## config.mk

```make
export PLATFORM = sky130hd
export DESIGN_NAME = swctl_i2c_slave
export DESIGN_NICKNAME = d
export VERILOG_FILES = /design/src/rtl/swctl_pkg.sv /design/src/rtl/swctl_glitch_filt.sv /design/src/rtl/swctl_bus_cond.sv /design/src/rtl/swctl_hold_timer.sv /design/src/rtl/swctl_i2c_slave.sv
export SDC_FILE = /design/constraint.sdc
export NUM_CORES = 1
export LEC_CHECK = 0
export CELL_PAD_IN_SITES_DETAIL_PLACEMENT = 1
export CELL_PAD_IN_SITES_GLOBAL_PLACEMENT = 1
export CORE_ASPECT_RATIO = 1.75
export CORE_MARGIN = 5
export CORE_UTILIZATION = 40
export CTS_CLUSTER_DIAMETER = 200
export DETAILED_ROUTE_END_ITERATION = 10
export PLACE_DENSITY = 0.72
export SETUP_SLACK_MARGIN = 0.3
export SLEW_MARGIN = 20
export SYNTH_ARGS = -nofsm -noshare
export SYNTH_HDL_FRONTEND = slang
export SYNTH_SLANG_ARGS = --single-unit
```

## constraint.sdc

```tcl
create_clock -name clk -period 2.09 [get_ports clk]
set_input_delay 0.627 -clock clk [delete_from_list [all_inputs] [get_ports clk]]
set_output_delay 0.627 -clock clk [all_outputs]
set_load 0.03 [all_outputs]
```

## src/rtl/swctl_pkg.sv

```systemverilog
package swctl_pkg;
    localparam int BYTE_W = 8;
    localparam int WORD_W = 2 * BYTE_W;
    localparam int ADDR_W = 7;
    localparam int STRAP_W = 3;
    localparam int CNT_W = $clog2(BYTE_W + 1);

    typedef enum logic [2:0] {
        ST_IDLE,
        ST_ADDR,
        ST_ADDR_ACK,
        ST_WR_BYTE,
        ST_WR_ACK,
        ST_RD_BYTE,
        ST_RD_ACK
    } swctl_state_e;
endpackage

```

## src/rtl/swctl_glitch_filt.sv

```systemverilog
module swctl_glitch_filt #(
    parameter int SPIKE_CYC = 3
) (
    input  logic clk,
    input  logic rst_n,
    input  logic raw,
    output logic clean
);
    localparam int CW = $clog2(SPIKE_CYC + 1);
    localparam logic [CW-1:0] LAST = CW'(SPIKE_CYC - 1);

    logic          sync1, sync2;
    logic [CW-1:0] run_cnt;

    always_ff @(posedge clk or negedge rst_n) begin
        if (!rst_n) begin
            sync1   <= 1'b1;
            sync2   <= 1'b1;
            clean   <= 1'b1;
            run_cnt <= '0;
        end else begin
            sync1 <= raw;
            sync2 <= sync1;
            if (sync2 == clean) begin
                run_cnt <= '0;
            end else if (run_cnt == LAST) begin
                clean   <= sync2;
                run_cnt <= '0;
            end else begin
                run_cnt <= run_cnt + 1'b1;
            end
        end
    end
endmodule

```

## src/rtl/swctl_bus_cond.sv

```systemverilog
module swctl_bus_cond (
    input  logic clk,
    input  logic rst_n,
    input  logic scl_f,
    input  logic sda_f,
    output logic scl_rise,
    output logic scl_fall,
    output logic start_det,
    output logic stop_det
);
    logic scl_d, sda_d;

    always_ff @(posedge clk or negedge rst_n) begin
        if (!rst_n) begin
            scl_d <= 1'b1;
            sda_d <= 1'b1;
        end else begin
            scl_d <= scl_f;
            sda_d <= sda_f;
        end
    end

    assign scl_rise  = scl_f & ~scl_d;
    assign scl_fall  = ~scl_f & scl_d;
    assign start_det = scl_f & scl_d & sda_d & ~sda_f;
    assign stop_det  = scl_f & scl_d & ~sda_d & sda_f;
endmodule

```

## src/rtl/swctl_hold_timer.sv

```systemverilog
module swctl_hold_timer #(
    parameter int HOLD_CYC = 2
) (
    input  logic clk,
    input  logic rst_n,
    input  logic trig,
    output logic tick
);
    localparam int HW = $clog2(HOLD_CYC + 1);
    localparam logic [HW-1:0] LOAD = HW'(HOLD_CYC);
    localparam logic [HW-1:0] ONE  = HW'(1);

    logic [HW-1:0] cnt;

    always_ff @(posedge clk or negedge rst_n) begin
        if (!rst_n) begin
            cnt <= '0;
        end else if (trig) begin
            cnt <= LOAD;
        end else if (cnt != '0) begin
            cnt <= cnt - 1'b1;
        end
    end

    assign tick = (cnt == ONE);
endmodule

```

## src/rtl/swctl_i2c_slave.sv

```systemverilog
module swctl_i2c_slave
    import swctl_pkg::*;
#(
    parameter int         SPIKE_CYC = 3,
    parameter int         HOLD_CYC  = 2,
    parameter logic [3:0] ADDR_HI   = 4'b1010
) (
    input  logic                clk,
    input  logic                rst_n,
    input  logic                scl_in,
    input  logic                sda_in,
    input  logic [STRAP_W-1:0]  strap_addr,
    input  logic [WORD_W-1:0]   status_word,
    output logic                sda_oe,
    output logic [WORD_W-1:0]   cmd_word,
    output logic                cmd_valid
);
    localparam logic [CNT_W-1:0] FULL_CNT = CNT_W'(BYTE_W);
    localparam logic [CNT_W-1:0] LAST_CNT = CNT_W'(BYTE_W - 1);

    logic [1:0] raw_pair, clean_pair;
    logic       scl_f, sda_f;
    logic       scl_rise, scl_fall, start_det, stop_det, drv_tick;

    assign raw_pair = {sda_in, scl_in};

    generate
        for (genvar g = 0; g < 2; g++) begin : g_filt
            swctl_glitch_filt #(.SPIKE_CYC(SPIKE_CYC)) u_filt (
                .clk   (clk),
                .rst_n (rst_n),
                .raw   (raw_pair[g]),
                .clean (clean_pair[g])
            );
        end
    endgenerate

    assign scl_f = clean_pair[0];
    assign sda_f = clean_pair[1];

    swctl_bus_cond u_cond (
        .clk       (clk),
        .rst_n     (rst_n),
        .scl_f     (scl_f),
        .sda_f     (sda_f),
        .scl_rise  (scl_rise),
        .scl_fall  (scl_fall),
        .start_det (start_det),
        .stop_det  (stop_det)
    );

    swctl_hold_timer #(.HOLD_CYC(HOLD_CYC)) u_hold (
        .clk   (clk),
        .rst_n (rst_n),
        .trig  (scl_fall),
        .tick  (drv_tick)
    );

    swctl_state_e      state;
    logic [CNT_W-1:0]  bit_cnt;
    logic [BYTE_W-1:0] rx_sh;
    logic [BYTE_W-1:0] cmd_hi;
    logic [WORD_W-1:0] tx_sh;
    logic              rd_mode;
    logic              second;
    logic              mst_ack;
    logic              addr_hit;

    assign addr_hit = (rx_sh[BYTE_W-1:1] == {ADDR_HI, strap_addr});

    // State register and datapath
    always_ff @(posedge clk or negedge rst_n) begin
        if (!rst_n) begin
            state     <= ST_IDLE;
            bit_cnt   <= '0;
            rx_sh     <= '0;
            cmd_hi    <= '0;
            tx_sh     <= '0;
            rd_mode   <= 1'b0;
            second    <= 1'b0;
            mst_ack   <= 1'b0;
            cmd_word  <= '0;
            cmd_valid <= 1'b0;
        end else begin
            cmd_valid <= 1'b0;
            if (start_det) begin
                state   <= ST_ADDR;
                bit_cnt <= '0;
                second  <= 1'b0;
            end else if (stop_det) begin
                state <= ST_IDLE;
            end else begin
                unique case (state)
                    ST_IDLE: begin
                        bit_cnt <= '0;
                    end
                    ST_ADDR: begin
                        if (scl_rise && bit_cnt < FULL_CNT) begin
                            rx_sh   <= {rx_sh[BYTE_W-2:0], sda_f};
                            bit_cnt <= bit_cnt + 1'b1;
                        end else if (drv_tick && bit_cnt == FULL_CNT) begin
                            if (addr_hit) begin
                                state   <= ST_ADDR_ACK;
                                rd_mode <= rx_sh[0];
                                if (rx_sh[0]) begin
                                    tx_sh <= status_word;
                                end
                            end else begin
                                state <= ST_IDLE;
                            end
                        end
                    end
                    ST_ADDR_ACK: begin
                        if (drv_tick) begin
                            bit_cnt <= '0;
                            second  <= 1'b0;
                            state   <= rd_mode ? ST_RD_BYTE : ST_WR_BYTE;
                        end
                    end
                    ST_WR_BYTE: begin
                        if (scl_rise && bit_cnt < FULL_CNT) begin
                            rx_sh   <= {rx_sh[BYTE_W-2:0], sda_f};
                            bit_cnt <= bit_cnt + 1'b1;
                        end else if (drv_tick && bit_cnt == FULL_CNT) begin
                            state <= ST_WR_ACK;
                        end
                    end
                    ST_WR_ACK: begin
                        if (drv_tick) begin
                            bit_cnt <= '0;
                            if (!second) begin
                                cmd_hi <= rx_sh;
                                second <= 1'b1;
                                state  <= ST_WR_BYTE;
                            end else begin
                                cmd_word  <= {cmd_hi, rx_sh};
                                cmd_valid <= 1'b1;
                                state     <= ST_IDLE;
                            end
                        end
                    end
                    ST_RD_BYTE: begin
                        if (drv_tick) begin
                            tx_sh <= {tx_sh[WORD_W-2:0], 1'b0};
                            if (bit_cnt == LAST_CNT) begin
                                bit_cnt <= '0;
                                state   <= ST_RD_ACK;
                            end else begin
                                bit_cnt <= bit_cnt + 1'b1;
                            end
                        end
                    end
                    ST_RD_ACK: begin
                        if (scl_rise) begin
                            mst_ack <= ~sda_f;
                        end else if (drv_tick) begin
                            if (mst_ack && !second) begin
                                second <= 1'b1;
                                state  <= ST_RD_BYTE;
                            end else begin
                                state <= ST_IDLE;
                            end
                        end
                    end
                    default: state <= ST_IDLE;
                endcase
            end
        end
    end

    // Output decode
    always_comb begin
        unique case (state)
            ST_ADDR_ACK, ST_WR_ACK: sda_oe = 1'b1;
            ST_RD_BYTE:             sda_oe = ~tx_sh[WORD_W-1];
            default:                sda_oe = 1'b0;
        endcase
    end
endmodule

```

==> results.json, run 1 <==
{
  "die_h_um": 130.5,
  "yosysSeqAreaShare_pct": 55.38,
  "synth_cell_types": 51,
  "yosys_register_bits": 73,
  "placed_cells": 408,
  "fin_cells": 450,
  "grt_max_degree": 39,
  "diodes": 0,
  "setup_viol": 0,
  "cp-endpoint": "sda_oe",
  "syn_area_um2": 3317,
  "vdd_drop_max_uv": 619.0,
  "multi_input_area_um2": 1826,
  "num_io_pins": 41,
  "regArea_um2": 1847,
  "path_class": "reg2out",
  "vias_per_cell": 5.744,
  "r2r_start": "g_filt[0].u_filt.clean$_DFFE_PN1P_",
  "dpl.hpwl_mm": 5.453,
  "status": "complete, no violations",
  "postPlaceCellArea_um2": 4055,
  "num_vias": 2585,
  "start_util_pct": 40.44,
  "syn_area_per_cell_um2": 12.38,
  "fin_ws_ns": 0.1124,
  "drc": 0,
  "numCtsBuffers": 9,
  "dieWidth_um": 78.84,
  "fin_area_um2": 5001,
  "num-nets-final": 381,
  "cts_tree": "done",
  "power_uw": 4362,
  "critical_path_depth": 5,
  "rsz0062_at_grt": "yes",
  "cts.sinks": 73,
  "cp_top_family": "flip-flops",
  "path_max_fanout": 8,
  "core_area_um2": 8203,
  "power_density_nw_per_um2": 872.3,
  "cp_cell_sequence": "buf_4, nor2_2, nand2_1, o21ai_2, buf_12",
  "syn-instance-count": 268,
  "track_usage_pct": 17.87,
  "reg2reg_slack_ns": 0.14,
  "arrival_ns": 1.35,
  "fin_skew_ns": 0.007769,
  "grt-ovfl-total": 0,
  "worst_setup_path_start_kind": "flip-flop",
  "path_buf_inv": 2,
  "yosys_warnings": 0,
  "fillers": 806,
  "drive_gt1_share_pct": 53.07,
  "htree_levels": 3,
  "cp-end-kind": "primary output",
  "cellLeakagePower_uw": 0.002342,
  "rr_worst_depth": 5,
  "cts_root_buffer": "clkbuf_16",
  "max_freq_mhz": 505.7,
  "cts_buffer_depth": 2,
  "antenna_found_initial": 0,
  "max_slew_margin_pct": 74.67,
  "synth-edff-count": 0,
  "dr.first_iter.drc_count": 85,
  "critical-path-slowest-cell": "dfrtp_2",
  "startpoint": "state[0]$_DFFE_PN0P_",
  "dieArea_um2": 10290,
  "finalCriticalPeriod_ns": 1.978,
  "routed_wl_mm": 9.856,
  "finalHoldViolCount": 0,
  "ys.flop_type": "dfrtp_1",
  "tightest_slew_ns": 0.3799,
  "cap_violations": 0,
  "antenna_left": 0,
  "post-route-period-util_pct": 94.62,
  "grt_pass1_wl_mm": 13.94,
  "critPathMaxStageDelay_ns": 0.43,
  "critical_path_required_ns": 1.46,
  "grt_pass1_vias": 2747,
  "gp_congestion": 0.8874,
  "pre_cts_ws_ns": -0.4202,
  "r2r-end": "bit_cnt[3]$_DFFE_PN0P_",
  "wl_per_cell_um": 21.90,
  "synth_nets": 295,
  "clk_latency_ns": 0.34,
  "area_growth_syn_to_layout_pct": 50.77,
  "first_pass_iters": 4,
  "holdWs_ns": 0.1939,
  "std_cell_rows": 44,
  "path_clk_slew_ns": 0.06,
  "drv_slew": 0,
  "io_buffers": 40,
  "hold_path.class": "in2async",
  "ys_async_sr_fraction_pct": 100.0
}
-- placed cells by master (no fill, tap or decap), types with 4 or more instances in the layout --
cell	netlist	layout
a2bb2oi_2	0	15
dfrtp_1	65	57
dfstp_2	8	8
clkbuf_16	0	11
buf_4	0	35
clkdlybuf4s50_1	0	18
nand3_1	11	8
o22ai_2	0	6
inv_2	0	4
dlygate4sd2_1	0	17
mux2_2	38	30
nand2_1	15	13
o21ai_0	6	4
buf_12	0	6
nor3_1	6	5
o22ai_4	0	10
inv_1	9	5
nor2_1	6	4
nor2b_1	6	6
buf_6	3	7
dfrtp_2	0	8
mux2_4	0	8
-- layer usage --
| metal | wire (µm) | vias to the layer above | track usage (%) |
|---|---|---|---|
| li1 | - | 1155 | - |
| met1 | 3561 | 1354 | 18.75 |
| met2 | 5698 | 54 | 33.95 |
| met3 | 261 | 22 | 4.458 |
| met4 | 335 | 0 | 6.781 |
| met5 | 0 | - | 0 |
-- registers in the layout, indices dropped and copies added, names as in the netlist, 2 cells and up --
signal and count:
g_filt.u_filt.clean 2, tx_sh 16, cmd_word 16, g_filt.u_filt.sync2 2, u_hold.cnt 2, state 3, g_filt.u_filt.run_cnt 4, cmd_hi 8
g_filt.u_filt.sync1 2, bit_cnt 4, rx_sh 8
-- per-stage QoR --
stage               util, %  setup TNS (ns)
global placement      49.44          -5.553
detailed placement    49.44          -6.496
floorplan                 -               0
finish                60.97               0
CTS                   56.99               0
global route          60.97               0
-- power breakdown --
part / total, µW / internal (µW) / switching [µW]
clock network: 1660 / 1070 / 591
registers: 1700 / 1570 / 130
logic: 1010 / 506 / 499
-- area by class of cell --
cell class / count / area share [%]
multi-input cells: 172 / 36.50
clock inverters: 5 / 1.601
clock buffers: 10 / 4.779
flip-flops and latches: 73 / 36.93
inverters: 9 / 0.6755
well taps: 92 / 2.302
repair buffers: 89 / 17.21
-- repair_timing --
action	4_1_cts	5_1_grt
hold buffers	0	0
buffers inserted	11	13
endpoints found under the setup margin	66	48
resized for setup	60	53
pin swaps	11	18
gates cloned	1	2
-- kinds of logic (layout without fill, tap and decap cells) --
family / Yosys count / in the layout / synth area share, %
AOI/OAI and AO/OA: 55 / 55 / 12.37
xor gates and xnor gates: 8 / 8 / 2.112
adders and majority gates: 4 / 4 / 1.509
buffers and inverters: 23 / 113 / 3.998
DFF: 73 / 73 / 55.38
muxes: 38 / 38 / 12.90
and+or+nand+nor: 67 / 67 / 11.73
-- how the worst min path moves through the flow --
stage                                  endpoint
2_1_floorplan            bit_cnt[0]$_DFFE_PN0P_
3_3_place_gp   g_filt[1].u_filt.sync2$_DFF_PN1_
3_5_place_dp   g_filt[1].u_filt.sync2$_DFF_PN1_
4_1_cts                   cmd_hi[6]$_DFFE_PN0P_
5_1_grt                cmd_word[14]$_DFFE_PN0P_
6_report               cmd_word[14]$_DFFE_PN0P_
-- cell usage after synthesis, types with 4 or more instances --
cell | count | area (µm²)
o21ai_0 | 6 | 30.03
nor2b_1 | 6 | 37.54
nor3_1 | 6 | 30.03
inv_1 | 9 | 33.78
nand3_1 | 11 | 55.05
dfstp_2 | 8 | 210.2
nor2_1 | 6 | 22.52
dfrtp_1 | 65 | 1627
o22ai_1 | 16 | 100.1
clkbuf_1 | 5 | 18.77
mux2_2 | 38 | 427.9
ha_1 | 4 | 50.05
a2bb2oi_1 | 15 | 131.4
nand2_1 | 15 | 56.30
xor2_1 | 5 | 43.79
(Power assumes the default switching activity.)
==> run 2, diff against run 1 <==
--- a/config.mk
+++ b/config.mk
@@ -9,10 +9,10 @@
 export CELL_PAD_IN_SITES_GLOBAL_PLACEMENT = 1
 export CORE_ASPECT_RATIO = 1.75
 export CORE_MARGIN = 5
-export CORE_UTILIZATION = 40
+export CORE_UTILIZATION = 45
 export CTS_CLUSTER_DIAMETER = 200
 export DETAILED_ROUTE_END_ITERATION = 10
-export PLACE_DENSITY = 0.72
+export PLACE_DENSITY = 0.77
 export SETUP_SLACK_MARGIN = 0.3
 export SLEW_MARGIN = 20
 export SYNTH_ARGS = -nofsm -noshare
==> constraint.sdc (replaced) <==
create_clock -name clk -period 2.1 [get_ports clk]
set_input_delay 0.63 -clock clk [delete_from_list [all_inputs] [get_ports clk]]
set_output_delay 0.63 -clock clk [all_outputs]
set_load 0.03 [all_outputs]
==> run 2 against run 1 <==
Net effect: final area shrank 4.8%; cell count is 1.6% lower; core utilization is 5.3 points higher; non-clock buffer count decreased by 2; critical path depth did not move; sequential share of layout area grew 1.8 points; power fell by 3.5%; first-iteration DRC count fell by 7.1%; count of clock-buffer cells in the layout rose by 1; combinational power shrank 6%; global-route usage rose by 3.7 points; hold slack lost 0.023 ns; largest power group unchanged.
==> results.json, run 2 (synthesized netlist as in run 1, its figures left out) <==
{
  "pre_cts_ws_ns": -0.3861,
  "post-route-period-util_pct": 94.81,
  "routed_wl_mm": 9.236,
  "top_usage_layer": "met2",
  "std_cell_rows": 41,
  "numCtsBuffers": 9,
  "track_usage_pct": 21.62,
  "num_vias": 2521,
  "grt_util_met3_pct": 5.008,
  "grt-ovfl-total": 0,
  "layout_commonest_cell": "dfrtp_1",
  "cp-end-kind": "flip-flop",
  "antenna_left": 0,
  "diodes": 0,
  "grt_max_degree": 30,
  "vdd_drop_max_uv": 790.7,
  "fin_ws_ns": 0.1090,
  "path_class": "reg2reg",
  "finalHoldViolCount": 0,
  "grt_pass1_wl_mm": 14.63,
  "dieWidth_um": 74.90,
  "drv_slew": 0,
  "num-nets-final": 379,
  "drive_gt1_share_pct": 45.66,
  "cap_violations": 0,
  "cts_tree": "done",
  "clk_latency_ns": 0.34,
  "holdWs_ns": 0.1709,
  "status": "complete, no violations",
  "htree_levels": 3,
  "grtUsageMet1_pct": 22.93,
  "path_max_fanout": 5,
  "cts_buffer_depth": 2,
  "finalCriticalPeriod_ns": 1.991,
  "antenna_found_initial": 0,
  "ctsHoldBuffers": 0,
  "hold_path.class": "in2async",
  "die_h_um": 123.6,
  "wl_per_cell_um": 20.85,
  "met2_usage_pct": 38.59,
  "max_slew_margin_pct": 75.02,
  "path_clk_slew_ns": 0.06,
  "grt_pass1_vias": 2899,
  "dr.first_iter.drc_count": 79,
  "cellLeakagePower_uw": 0.002340,
  "vias_per_cell": 5.691,
  "start_util_pct": 46.18,
  "dieArea_um2": 9256,
  "setup_viol": 0,
  "final_cell_mix": "59 x dfrtp_1, 36 x buf_4, 29 x mux2_2",
  "first_pass_iters": 4,
  "power_density_nw_per_um2": 884.0,
  "critical_path_required_ns": 2.37,
  "area_growth_syn_to_layout_pct": 43.57,
  "tightest_slew_ns": 0.3748,
  "cts.sinks": 73,
  "reg_top3": "cmd_word x16, tx_sh x16",
  "dpl.hpwl_mm": 5.648,
  "startpoint": "g_filt[0].u_filt.clean$_DFFE_PN1P_",
  "r2r_start": "g_filt[0].u_filt.clean$_DFFE_PN1P_",
  "fillers": 691,
  "num_io_pins": 41,
  "max_freq_mhz": 502.3,
  "worst_setup_path_start_kind": "flip-flop",
  "drc": 0,
  "gp_congestion": 0.7807,
  "core_area_um2": 7182,
  "arrival_ns": 2.26,
  "cts_root_buffer": "clkbuf_16",
  "rsz0062_at_grt": "yes",
  "fin_skew_ns": 0.006255,
  "io_buffers": 40
}
==> run 2: cell count changes in the layout (fill, tap and decap cells not counted), sizes merged <==
| cell | before | now |
|---|---|---|
| bufbuf | 0 | 3 |
| clkbuf | 14 | 12 |
| clkinv | 1 | 3 |
| bufinv | 2 | 1 |
| inv | 9 | 10 |
| clkdlybuf4s15 | 0 | 1 |
| clkinvlp | 2 | 0 |
| dlygate4sd2 | 17 | 16 |
| buf | 50 | 48 |
==> run 2: per-layer routing <==
metal  share of wire [%]  wire length, µm  up-vias
li1                    -                -     1165
met1                  38             3492     1295
met2                  56             5205       42
met3                 3.3              304       19
met4                 2.5              233        0
met5                   0                0        -
==> run 2: worst paths after layout <==
check	endpoint	slack, ns	depth (start not counted)
worst max register to register	bit_cnt[3]$_DFFE_PN0P_	0.11	5
worst min-delay path	cmd_word[4]$_DFFE_PN0P_	0.17	1
max in group asynchronous	u_cond.scl_d$_DFF_PN1_	1.29	2
min in group clk	g_filt[1].u_filt.sync2$_DFF_PN1_	0.36	0
worst max-delay path	bit_cnt[3]$_DFFE_PN0P_	0.11	5
worst min register to register	g_filt[1].u_filt.sync2$_DFF_PN1_	0.36	0
==> run 2: worst max-delay path, cell delays in order, from the launching register on <==
cell and delay [ns]:
dfstp_2 0.53, or3b_4 0.37, a222oi_1 0.36, o21ai_2 0.15, or4_1 0.43, nand3_1 0.08
==> run 2: repair_timing <==
action / 4_1_cts / 5_1_grt
gates resized for setup: 54 / 16
setup endpoints to repair: 65 / 50
buffers inserted: 20 / 4
cloned: 3 / 0
pin swaps: 14 / 4
==> run 2: final cells by class <==
cell class / count / area [µm²] / share of cell area, %
inverter: 9 / 33.78 / 0.7094
clock buffer: 11 / 252.7 / 5.307
tap: 86 / 107.6 / 2.260
timing repair buffer: 87 / 863.3 / 18.13
sequential: 73 / 1844 / 38.73
multi-input combinational: 172 / 1599 / 33.58
clock inverter: 5 / 61.31 / 1.287
==> run 2: through the flow <==
| stage | area, µm² | std cells | utilization, % | TNS, ns | power, µW |
|---|---|---|---|---|---|
| after CTS | 4678 | 439 | 65.14 | 0 | 4198 |
| final | 4762 | 443 | 66.31 | 0 | 4210 |
| after global routing | 4762 | 443 | 66.31 | 0 | 4418 |
| after global placement | 4020 | 400 | 55.98 | -6.011 | 2347 |
| after floorplan | 3453 | 268 | - | 0 | 2158 |
| after detailed placement | 4020 | 400 | 55.98 | -5.820 | 2392 |
==> run 2: report_power, final <==
group,internal (µW),switching [µW]
combinational,488,462
sequential,1560,110
clock,990,600
total,3040,1170
